`src/rtl/qrss_pkg.sv`:
```
package qrss_pkg;

    localparam int          LFSR_W    = 20;
    localparam int          TAP_HI    = 19;
    localparam int          TAP_LO    = 16;
    localparam logic [1:0]  PSEL_QRSS = 2'b10;

    typedef struct packed {
        logic data;
        logic pos;
        logic neg;
    } line_sym_t;

    function automatic logic sel_is_qrss(input logic [1:0] sel);
        return (sel == PSEL_QRSS);
    endfunction

    function automatic logic ami_polarity(input logic last_pos, input logic viol);
        return viol ? last_pos : ~last_pos;
    endfunction

endpackage

```
`src/rtl/qrss_lfsr.sv`:
```
module qrss_lfsr #(
    parameter int             W      = qrss_pkg::LFSR_W,
    parameter int             T_HI   = qrss_pkg::TAP_HI,
    parameter int             T_LO   = qrss_pkg::TAP_LO,
    parameter logic [W-1:0]   SEED   = {{(W-1){1'b0}}, 1'b1}
) (
    input  logic clk,
    input  logic rst,
    input  logic adv,
    output logic msb
);
    logic [W-1:0] state_q;
    logic         fb;

    assign fb  = state_q[T_HI] ^ state_q[T_LO];
    assign msb = state_q[W-1];

    always_ff @(posedge clk) begin
        if (rst)
            state_q <= SEED;
        else if (adv)
            state_q <= {state_q[W-2:0], fb};
    end

    // sequence state frozen while the source is off
    a_r2_lfsr_hold: assert property (@(posedge clk) disable iff (rst)
        !adv |=> $stable(state_q));

    // the register never falls into the all-zero lock-up state
    a_r3_lfsr_live: assert property (@(posedge clk) disable iff (rst)
        adv |=> (state_q != '0));
endmodule

```
`src/rtl/qrss_zero_guard.sv`:
```
module qrss_zero_guard #(
    parameter int MAX_ZEROS = 14,
    localparam int CW       = $clog2(MAX_ZEROS + 1)
) (
    input  logic clk,
    input  logic rst,
    input  logic adv,
    input  logic sent_bit,
    output logic jam
);
    logic [CW-1:0] run_q;

    assign jam = (run_q == CW'(MAX_ZEROS));

    always_ff @(posedge clk) begin
        if (rst)
            run_q <= '0;
        else if (adv)
            run_q <= sent_bit ? '0 : run_q + 1'b1;
    end

    // the run count never passes the limit
    a_r4_run_bound: assert property (@(posedge clk) disable iff (rst)
        run_q <= CW'(MAX_ZEROS));

    // count frozen while the source is off
    a_r2_run_hold: assert property (@(posedge clk) disable iff (rst)
        !adv |=> $stable(run_q));
endmodule

```
`src/rtl/qrss_req_sync.sv`:
```
module qrss_req_sync #(
    parameter int STAGES = 2
) (
    input  logic clk,
    input  logic rst,
    input  logic req_async,
    input  logic consume,
    output logic pend
);
    logic [STAGES-1:0] sync_q;
    logic              prev_q;
    logic              rise;

    generate
        for (genvar i = 0; i < STAGES; i++) begin : g_stage
            if (i == 0) begin : g_first
                always_ff @(posedge clk) begin
                    if (rst) sync_q[0] <= 1'b0;
                    else     sync_q[0] <= req_async;
                end
            end else begin : g_next
                always_ff @(posedge clk) begin
                    if (rst) sync_q[i] <= 1'b0;
                    else     sync_q[i] <= sync_q[i-1];
                end
            end
        end
    endgenerate

    assign rise = sync_q[STAGES-1] & ~prev_q;

    always_ff @(posedge clk) begin
        if (rst) begin
            prev_q <= 1'b0;
            pend   <= 1'b0;
        end else begin
            prev_q <= sync_q[STAGES-1];
            pend   <= (pend & ~consume) | (rise & ~pend);
        end
    end

    // a pending request survives until it is used
    a_r7_pend_kept: assert property (@(posedge clk) disable iff (rst)
        (pend && !consume) |=> pend);

    // a used request is gone, and an edge during use is discarded
    a_r7_pend_used: assert property (@(posedge clk) disable iff (rst)
        (pend && consume) |=> !pend);
endmodule

```
`src/rtl/qrss_ami_enc.sv`:
```
module qrss_ami_enc
    import qrss_pkg::*;
(
    input  logic      clk,
    input  logic      rst,
    input  logic      adv,
    input  logic      mark,
    input  logic      viol,
    input  logic      uni_mode,
    output line_sym_t sym
);
    logic last_pos_q;
    logic pol;

    assign pol = ami_polarity(last_pos_q, viol);

    always_ff @(posedge clk) begin
        if (rst) begin
            sym        <= '0;
            last_pos_q <= 1'b0;
        end else if (adv) begin
            sym.data <= uni_mode & mark;
            sym.pos  <= mark & pol;
            sym.neg  <= mark & ~pol;
            if (mark)
                last_pos_q <= pol;
        end else begin
            sym <= '0;
        end
    end

    // ordinary marks alternate rails
    a_r8_alternate: assert property (@(posedge clk) disable iff (rst)
        (adv && mark && !viol) |=> (sym.pos == !$past(last_pos_q)) && (sym.pos != sym.neg));

    // a violation repeats the previous rail
    a_r8_repeat: assert property (@(posedge clk) disable iff (rst)
        (adv && mark && viol) |=> (sym.pos == $past(last_pos_q)) && (sym.pos != sym.neg));

    // spaces drive no rail
    a_r8_space: assert property (@(posedge clk) disable iff (rst)
        (adv && !mark) |=> !sym.pos && !sym.neg);
endmodule

```
`src/rtl/qrss_gen.sv`:
```
module qrss_gen
    import qrss_pkg::*;
#(
    parameter int           SYNC_STAGES = 2,
    parameter int           MAX_ZEROS   = 14,
    parameter logic [19:0]  SEED        = 20'h00001
) (
    input  logic       clk,
    input  logic       rst,
    input  logic [1:0] pat_sel,
    input  logic       uni_mode,
    input  logic       err_req,
    input  logic       bpv_req,
    output logic       tx_bit,
    output logic       tx_pos,
    output logic       tx_neg
);
    logic      en;
    logic      raw_bit;
    logic      jam;
    logic      err_pend;
    logic      bpv_pend;
    logic      err_use;
    logic      bpv_use;
    logic      sent_bit;
    line_sym_t sym;

    assign en       = sel_is_qrss(pat_sel);
    assign err_use  = en & err_pend & ~jam;
    assign sent_bit = jam | (raw_bit ^ err_use);
    assign bpv_use  = en & bpv_pend & sent_bit;

    qrss_lfsr #(
        .W    (LFSR_W),
        .T_HI (TAP_HI),
        .T_LO (TAP_LO),
        .SEED (SEED)
    ) u_lfsr (
        .clk (clk),
        .rst (rst),
        .adv (en),
        .msb (raw_bit)
    );

    qrss_zero_guard #(
        .MAX_ZEROS (MAX_ZEROS)
    ) u_guard (
        .clk      (clk),
        .rst      (rst),
        .adv      (en),
        .sent_bit (sent_bit),
        .jam      (jam)
    );

    qrss_req_sync #(
        .STAGES (SYNC_STAGES)
    ) u_err_sync (
        .clk       (clk),
        .rst       (rst),
        .req_async (err_req),
        .consume   (err_use),
        .pend      (err_pend)
    );

    qrss_req_sync #(
        .STAGES (SYNC_STAGES)
    ) u_bpv_sync (
        .clk       (clk),
        .rst       (rst),
        .req_async (bpv_req),
        .consume   (bpv_use),
        .pend      (bpv_pend)
    );

    qrss_ami_enc u_ami (
        .clk      (clk),
        .rst      (rst),
        .adv      (en),
        .mark     (sent_bit),
        .viol     (bpv_use),
        .uni_mode (uni_mode),
        .sym      (sym)
    );

    assign tx_bit = sym.data;
    assign tx_pos = sym.pos;
    assign tx_neg = sym.neg;

    // outputs idle one clock after the source is turned off
    a_r1_idle: assert property (@(posedge clk) disable iff (rst)
        !en |=> !tx_bit && !tx_pos && !tx_neg);

    // a forced position always leaves as a mark
    a_r4_forced_mark: assert property (@(posedge clk) disable iff (rst)
        (en && jam) |=> (tx_pos || tx_neg));

    // an error meeting a forced bit stays pending
    a_r6_defer: assert property (@(posedge clk) disable iff (rst)
        (en && jam && err_pend) |=> err_pend);

    // in rail-only mode the data pin stays low
    a_r10_rail_only: assert property (@(posedge clk) disable iff (rst)
        !uni_mode |=> !tx_bit);
endmodule

```
`config.mk`:
```
export PLATFORM = sky130hd
export DESIGN_NAME = qrss_gen
export DESIGN_NICKNAME = d
export VERILOG_FILES = /design/src/rtl/qrss_pkg.sv /design/src/rtl/qrss_lfsr.sv /design/src/rtl/qrss_zero_guard.sv /design/src/rtl/qrss_req_sync.sv /design/src/rtl/qrss_ami_enc.sv /design/src/rtl/qrss_gen.sv
export SDC_FILE = /design/constraint.sdc
export NUM_CORES = 1
export LEC_CHECK = 0
export BUFFER_PORTS_ARGS = -buffer_cell sky130_fd_sc_hd__buf_2
export CELL_PAD_IN_SITES_DETAIL_PLACEMENT = 1
export CELL_PAD_IN_SITES_GLOBAL_PLACEMENT = 1
export CORE_MARGIN = 2
export CORE_UTILIZATION = 46
export CTS_BUF_LIST = sky130_fd_sc_hd__clkbuf_8
export DETAILED_ROUTE_END_ITERATION = 10
export PLACE_DENSITY_LB_ADDON = 0.1
export REMOVE_ABC_BUFFERS = 1
export SYNTH_ARGS = -nofsm -noshare
export SYNTH_HDL_FRONTEND = slang
export SYNTH_SLANG_ARGS = --single-unit
```
`constraint.sdc`:
```
create_clock -name clk -period 1.9 [get_ports clk]
set_clock_uncertainty 0.1 [all_clocks]
set_input_delay 0.19 -clock clk [delete_from_list [all_inputs] [get_ports clk]]
set_output_delay 0.19 -clock clk [all_outputs]
set_load 0.01 [all_outputs]
```
Yosys cells after proc, flatten, opt, wreduce, memory -nomap -nowiden
Cells that the tools add are included.

$add $sub $neg: 1. Eq/ne operators: 2. Muxes and demuxes: 2. Bitwise gates (word level): 28. Reduce and logical (&&, ||, !) cells: 2.

Operators by type and width (number): $and A1 B1 Y1 (13); $not A1 Y1 (10); $add A4 B1 Y4 const B (1); $eq A4 B4 Y1 const B (1); $mux W4 (1); $or A1 B1 Y1 (3); $eq A2 B2 Y1 const B (1); $reduce_and A2 Y1 (1); $reduce_or A2 Y1 (1); $xor A1 B1 Y1 (2); $mux W1 (1).

Flip-flop bits (word level): 36. Output and inout port bits: 3.

Longest topological paths before layout
Gate-level depths: netlist (run 1).

Depth in word-level cells: 9. Gate-level depth with buffers: 5. Depth with buffers taken out: 5.

Cells and area by module
Synthesis (run 1) repeated with hierarchy kept, for this count alone.

Cells, all modules: 133. Area, all modules: 1392.6 µm².

Modules (own cells, without submodules): qrss_lfsr (instances 1, cells each 67, area each 729.4 µm², sequential area each 400.4 µm²); qrss_req_sync (instances 2, cells each 10, area each 120.1 µm², sequential area each 80.1 µm²); qrss_zero_guard (instances 1, cells each 24, area each 203.9 µm², sequential area each 80.1 µm²); qrss_ami_enc (instances 1, cells each 14, area each 160.2 µm², sequential area each 80.1 µm²); qrss_gen (instances 1, cells each 8, area each 58.8 µm², sequential area each 0.0 µm²).

Worst setup path after synthesis (run 1)
Ideal clock, no wire load.

Path type: reg2reg. Start point: register u_guard.run_q[0]. End point: register u_ami.last_pos_q. Arrival time: 1.275 ns. Required time: 1.679 ns. Path slack: 0.404 ns. Cell stages (with the launch flop): 6. Path buffers: 0. Clock period less this slack: 1.496 ns. Cell sequence: dfxtp_1 > inv_1 > ha_1 > nand3_1 > a211oi_2 > mux2_2.

Longest elaborated chain between the ends: 7.

RTL lines: from (decl) (line qrss_zero_guard.sv:11) `logic [CW-1:0] run_q;`; from (signal assigned) (line qrss_zero_guard.sv:19) `run_q <= sent_bit ? '0 : run_q + 1'b1;`; $eq A4 B4 Y1 * (line qrss_zero_guard.sv:13) `assign jam = (run_q == CW'(MAX_ZEROS));`; $not A1 Y1 (line qrss_gen.sv:29) `assign err_use = en & err_pend & ~jam;`; $and A1 B1 Y1 (line qrss_gen.sv:29); $xor A1 B1 Y1 (line qrss_gen.sv:30) `assign sent_bit = jam | (raw_bit ^ err_use);`; $or A1 B1 Y1 * (line qrss_gen.sv:30); $and A1 B1 Y1 (line qrss_gen.sv:31) `assign bpv_use = en & bpv_pend & sent_bit;`; $mux W1 (line qrss_pkg.sv:19) `return viol ? last_pos : ~last_pos;`; to (signal assigned) (line qrss_ami_enc.sv:26) `last_pos_q <= pol;`; to (decl) (line qrss_ami_enc.sv:12) `logic last_pos_q;`.

Every way passes the cells marked *; elsewhere a longest branch is shown, timed or not. A chain may end at the register's enable or synchronous reset.

Final worst setup path (run 1)
Start point: register u_guard.run_q[0]. End point: register u_bpv_sync.pend.

Longest elaborated chain between the ends: 9.

RTL lines: $eq A4 B4 Y1 * (line qrss_zero_guard.sv:13); $not A1 Y1 (line qrss_gen.sv:29); $and A1 B1 Y1 (line qrss_gen.sv:29); $xor A1 B1 Y1 (line qrss_gen.sv:30); $or A1 B1 Y1 * (line qrss_gen.sv:30); $and A1 B1 Y1 * (line qrss_gen.sv:31); $not A1 Y1 * (line qrss_req_sync.sv:38) `pend <= (pend & ~consume) | (rise & ~pend);`; $and A1 B1 Y1 * (line qrss_req_sync.sv:38); $or A1 B1 Y1 * (line qrss_req_sync.sv:38); to (signal assigned) (line qrss_req_sync.sv:38); to (decl) (line qrss_req_sync.sv:8) `output logic pend`.

Marks and branches as above.

==> results.toml, run 1 <==
[run_status]
run_status = "completed"

[cts]
cts_resized = 0
cts-root-buf = "clkbuf_8"
clock-sinks = 36
post-cts-setup-buffer-count = 0
clock_latency_ns = 0.28
clk_path_buf_depth = 2
htree_levels = 2
cts.clk_slew.worst_paths_ns = 0.07
cts-buffers-inserted = 5
cts_tree = "done"
holdBufCountCts = 0

[logic_synthesis]
syn_inst = 151
synthTopCellsByArea = "dfxtp_1, nand2_1, a21oi_1"
synth_top_area_share = 0.5348
yosys.area.top_type = "dfxtp_1"
yosysSeqAreaShare = 0.5348
yosys_warnings = 0
syn_area_sq_um = 1348
yosys_register_bits = 36
postSynthAreaPerCell_sq_um = 8.924
ys_types = 24

[drt]
via_per_inst = 5.311
avgRoutedWirePerCell_microns = 12.86
first_pass_iters = 2
ant_nets = 0
drc = 0
drtIter0Drc = 23
wl_microns = 2482
num_vias = 1025

[setup_path]
critPathLaunchType = "flip-flop"
r2r-start = "u_guard.run_q[0]"
crit_path_max_incr_delay_ns = 0.39
worstSetupEndpointType = "flip-flop"
critPathTopFamily = "flip-flops"
reg2reg_to = "u_bpv_sync.pend"
crit_arrival_ns = 1.58
path_buf_inv = 2
path_cells = "inv_1 > ha_1 > nand3_1 > buf_4 > nand2_1 > a311oi_1"
slowest_stage = "dfxtp_1"
r2r.worst_path.cells = 6
path_class = "flip-flop to flip-flop"
r2r_slack_ns = 0.41
crit_required_ns = 1.99
crit_fanout = 7
path_depth = 6

[min_path]
min_path_cells = 2
hold-path-endpoint = "u_err_sync.sync_q[0]"
hp-start = "err_req"
hold_path_class = "input pin to flip-flop"

[global_route]
grt_use_total = 0.1737
busiest_layer = "met2"
use_met3 = 0.08036
grt_remaining_overflow = 0
grt_max_degree = 26
grt_pass1_vias = 1026
antenna_found_initial = 0
grt_pass1_wl_microns = 4250
use_met1 = 0.1807
grt_use_met2 = 0.2922

[die]
num_rows = 19
start_util = 0.4845
dieArea_sq_um = 3379
io_pins = 10
die_x_microns = 58.13
die_h_microns = 58.13
core-area_sq_um = 2781

[power_and_ir_drop]
seqPwrFrac = 0.545
p_comb_frac = 0.052
p_sw_uw = 307.6
p_leak_uw = 0.0005406
pwr_density_cell_nw_per_um2 = 938.7
p_clk_frac = 0.403
worst_ir_drop_vdd_mv = 0.8018
sw_frac_of_total = 0.2155
p_int_uw = 1119

[sta]
grt_setup_unrepaired = "no"
holdWs_ns = 0.01670
timing.setup.tns_ns = 0
layout_setup_ws_ns = 0.4051
tightest_slew_ns = 0.4352
finalHoldViolCount = 0
relSlewSlack = 0.7085
post-route-min-period_ns = 1.495
setup_viol = 0
finalMaxSlewViolations = 0
period_share = 0.7868
max_freq_ghz = 0.6689

[placed_design]
gp_congestion = 0.6474
hpwl_microns = 1638
place_area_sq_um = 1424
place_ws_ns = 0.4431
portBuffers = 9

[layout]
area_delta_synth_final_pct = 12.81
drive_above_1_share = 0.1667
finalNetCount = 171
fin_area_sq_um = 1520
diodes = 0

[run]
cap_violations = 0
==> metal layers <==
layer / vias up / part of all wire
li1: 525 / -
met1: 482 / 0.43
met2: 12 / 0.50
met3: 6 / 0.043
met4: 0 / 0.019
met5: - / 0
==> worst max path at each step <==
stage,from,endpoint,slack [ns]
after floorplan,pat_sel[0],u_ami.last_pos_q,0.34
after global placement,u_guard.run_q[0],u_ami.last_pos_q,0.51
after detailed placement,u_guard.run_q[0],u_ami.last_pos_q,0.44
after CTS,u_guard.run_q[0],u_ami.last_pos_q,0.42
after global routing,u_guard.run_q[0],u_bpv_sync.pend,0.29
final,u_guard.run_q[0],u_bpv_sync.pend,0.41
==> layout by cell type (no fill, tap or decap), types with 3 or more instances in the layout <==
cell      synthesis  layout
a21oi_1          23      23
nor2b_1           8       8
nand2_1          43      43
clkbuf_8          0       7
inv_1             3       3
nand4b_1          4       4
buf_2             6       9
buf_4             0       5
dfxtp_1          36      36
==> metrics by stage <==
stage / utilization / total power (uW) / std cells
floorplan: - / 832.3 / 141
global placement: 0.5119 / 866.3 / 186
detailed placement: 0.5119 / 870.3 / 186
CTS: 0.5466 / 1449 / 193
global route: 0.5466 / 1488 / 193
finish: 0.5466 / 1427 / 193
==> cells in the mapped netlist <==
| library cell | instances |
|---|---|
| nand2_1 | 43 |
| dfxtp_1 | 36 |
| a21oi_1 | 23 |
| nor2b_1 | 8 |
| buf_2 | 6 |
| clkbuf_1 | 4 |
| nand4b_1 | 4 |
| inv_1 | 3 |
| a311oi_1 | 2 |
| a31oi_1 | 2 |
| ha_1 | 2 |
| nand3_1 | 2 |
| nand4_1 | 2 |
| nor2_1 | 2 |
| nor4b_2 | 2 |
| xnor2_1 | 2 |
| a211o_1 | 1 |
| a211oi_2 | 1 |
| and2_4 | 1 |
| and3_1 | 1 |
| mux2_2 | 1 |
| nand2b_1 | 1 |
| nor4_1 | 1 |
| xnor2_2 | 1 |
==> cell type report <==
class	count	area (sq um)
fill	325	1261
multi-input combinational	102	570.5
sequential	36	720.7
tap	31	38.79
clock buffer	7	96.34
inverter	3	11.26
timing repair buffer	14	82.58
==> state kept, by name (all words and copies together), names as in the netlist, 2 cells and up <==
register,count
u_lfsr.state_q,20
u_ami.sym,3
u_guard.run_q,4
u_bpv_sync.sync_q,2
u_err_sync.sync_q,2
==> cells by family after synthesis <==
group | after synthesis | synth area share
simple gates | 67 | 0.2479
compound gates | 29 | 0.1235
flops | 36 | 0.5348
fa+ha+maj | 2 | 0.01857
xor+xnor | 3 | 0.02508
buf+inv | 13 | 0.04178
mux | 1 | 0.008356
==> power groups by stage <==
stage	registers (uW)	clock network [uW]	logic [uW]
6_report	778	575	74.0
5_1_grt	779	626	83.2
4_1_cts	778	595	75.6
3_5_place_dp	795	0	75.1
3_3_place_gp	794	0	72.2
2_1_floorplan	793	0	39.3
==> worst reg2reg max path, stage by stage, from the launching register on <==
cell and delay, ns:
dfxtp_1 0.39, inv_1 0.09, ha_1 0.20, nand3_1 0.11, buf_4 0.17, nand2_1 0.06, a311oi_1 0.29
(Power assumes the default switching activity.)
==> run 2: changes to the inputs <==
--- a/config.mk
+++ b/config.mk
@@ -9,7 +9,7 @@
 export CELL_PAD_IN_SITES_DETAIL_PLACEMENT = 1
 export CELL_PAD_IN_SITES_GLOBAL_PLACEMENT = 1
 export CORE_MARGIN = 2
-export CORE_UTILIZATION = 46
+export CORE_UTILIZATION = 42
 export CTS_BUF_LIST = sky130_fd_sc_hd__clkbuf_8
 export DETAILED_ROUTE_END_ITERATION = 10
 export PLACE_DENSITY_LB_ADDON = 0.1
==> constraint.sdc (replaced) <==
create_clock -name clk -period 1.2 [get_ports clk]
set_clock_uncertainty 0.1 [all_clocks]
set_input_delay 0.12 -clock clk [delete_from_list [all_inputs] [get_ports clk]]
set_output_delay 0.12 -clock clk [all_outputs]
set_load 0.01 [all_outputs]
==> run 2 against run 1 <==
  * Critical endpoint is now u_ami.last_pos_q
  * Non-clock buffer count is 12 higher
  * Die area is 8.9% higher
  * Clock power is 48% higher
  * Flip-flop and latch count stayed put
  * Wire length is 12% higher
  * Final cell count is 13% higher
  * Utilization is 0.75 points higher
  * Critical path depth is 1 lower
  * Setup slack worse by 0.58 ns
  * Global-route usage is 0.28 points lower
  * Count of clock-buffer cells in the layout is 1 lower
  * The run now ends with setup timing left
  * Largest power group unchanged
  * Sequential share of layout area is 4.7 points lower
==> results.toml, run 2 (same netlist as run 1, synthesis figures left out) <==
[global_route]
antenna_found_initial = 0
grt_pass1_vias = 1029
grt_remaining_overflow = 0
grt_use_total = 0.1709
grt_max_degree = 26
grt_pass1_wl_microns = 4457

[min_path]
hp-start = "rst"
hold_path_class = "input pin to flip-flop"
min_path_cells = 2
hold-path-endpoint = "u_bpv_sync.sync_q[0]"

[drt]
num_vias = 1107
ant_nets = 0
drtIter0Drc = 35
avgRoutedWirePerCell_microns = 12.68
first_pass_iters = 4
drc = 0
via_per_inst = 5.055
wl_microns = 2777

[setup_path]
crit_fanout = 2
path_class = "flip-flop to flip-flop"
r2r.worst_path.cells = 5
r2r-start = "u_guard.run_q[0]"
critPathLaunchType = "flip-flop"
crit_arrival_ns = 1.45
r2r_slack_ns = -0.17
crit_required_ns = 1.27
reg2reg_to = "u_ami.last_pos_q"
worstSetupEndpointType = "flip-flop"

[layout]
largest_reg_flops = 20
fin_area_sq_um = 1692
top_regs = "u_lfsr.state_q x20, u_guard.run_q x4, u_ami.sym x3"
diodes = 0
layout_common_cells = "nand2_1, dfxtp_1, a21oi_1, buf_4, buf_2"
post-route-util = 0.5541
regMostFlops = "u_lfsr.state_q"
area_delta_synth_final_pct = 25.53
final_common_cell = "nand2_1"
drive_above_1_share = 0.2457
finalNetCount = 183

[sta]
layout_setup_ws_ns = -0.1741
max_freq_ghz = 0.7278
setup_viol = 5
holdWs_ns = 0.1187
grt_setup_unrepaired = "yes"
finalHoldViolCount = 0
finalMaxSlewViolations = 0
relSlewSlack = 0.7795
post-route-min-period_ns = 1.374
tightest_slew_ns = 0.3307
period_share = 1.145

[power_and_ir_drop]
p_comb_frac = 0.071
p_int_uw = 1740
sw_frac_of_total = 0.2229
p_leak_uw = 0.0006107
pwr_density_cell_nw_per_um2 = 1324
seqPwrFrac = 0.550
p_clk_frac = 0.379
p_sw_uw = 499.2
finalPower_uw = 2239
worst_ir_drop_vdd_mv = 0.6921

[die]
num_rows = 20
die_h_microns = 60.65
core-area_sq_um = 3053
io_pins = 10
die_x_microns = 60.65
dieArea_sq_um = 3678
start_util = 0.4414

[cts]
clock-sinks = 36
cts-root-buf = "clkbuf_8"
clock_latency_ns = 0.29
cts.clk_slew.worst_paths_ns = 0.07
cts-buffers-inserted = 5
clk_path_buf_depth = 2
cts_tree = "done"
htree_levels = 2

[placed_design]
portBuffers = 9
gp_congestion = 0.7777
hpwl_microns = 1827
place_area_sq_um = 1520

[run_status]
violations = "setup timing"
run_status = "finished, violations left"

[run]
cap_violations = 0
-- run 2: what timing repair did --
action,4_1_cts,5_1_grt
endpoints found under the hold margin,2,1
gates resized for setup,9,2
endpoints found under the setup margin,10,11
pin swaps,3,1
hold buffers,2,1
buffers inserted,0,0
gates cloned,0,0
-- run 2: cell type report --
type | instances | area (sq um)
Timing Repair Buffer | 26 | 192.7
Tap cell | 44 | 55.05
Fill cell | 364 | 1361
Sequential cell | 36 | 723.2
Inverter | 3 | 11.26
Multi-Input combinational cell | 102 | 619.3
Clock inverter | 2 | 7.507
Clock buffer | 6 | 82.58
-- run 2: critical path, cell delays in order (launching register included) --
cell and delay, ns:
dfxtp_2 0.33, inv_2 0.07, ha_4 0.14, nand3_4 0.08
a211oi_2 0.22, mux2_4 0.32
-- run 2: per-stage QoR --
stage                     std cells  TNS (ns)  setup WS (ns)
after floorplan                 141    -5.503        -0.3018
after global placement          208   -0.5884        -0.1443
after detailed placement        208    -1.073        -0.1806
after CTS                       218   -0.5716        -0.1696
after global routing            219    -1.284        -0.2283
final                           219   -0.5961        -0.1741
-- run 2: power by group through the flow --
stage	Sequential, uW	Combinational (uW)	Clock [uW]
finish	1230	159	849
global route	1230	175	933
CTS	1230	157	873
detailed placement	1260	145	0
global placement	1250	139	0
floorplan	1260	62.2	0
-- run 2: worst max path at each step --
stage                     startpoint                to  slack, ns
CTS                 u_guard.run_q[0]  u_ami.last_pos_q      -0.17
floorplan           u_guard.run_q[0]  u_ami.last_pos_q      -0.30
detailed placement  u_guard.run_q[0]  u_ami.last_pos_q      -0.18
global placement    u_guard.run_q[0]  u_ami.last_pos_q      -0.14
finish              u_guard.run_q[0]  u_ami.last_pos_q      -0.17
global route        u_guard.run_q[0]      u_ami.sym[2]      -0.23
-- run 2: layer usage --
metal / up-vias / global-route usage / share of wire
li1: 552 / - / -
met1: 534 / 0.1819 / 0.42
met2: 15 / 0.2919 / 0.53
met3: 6 / 0.07249 / 0.035
met4: 0 / 0.08075 / 0.015
met5: - / 0 / 0
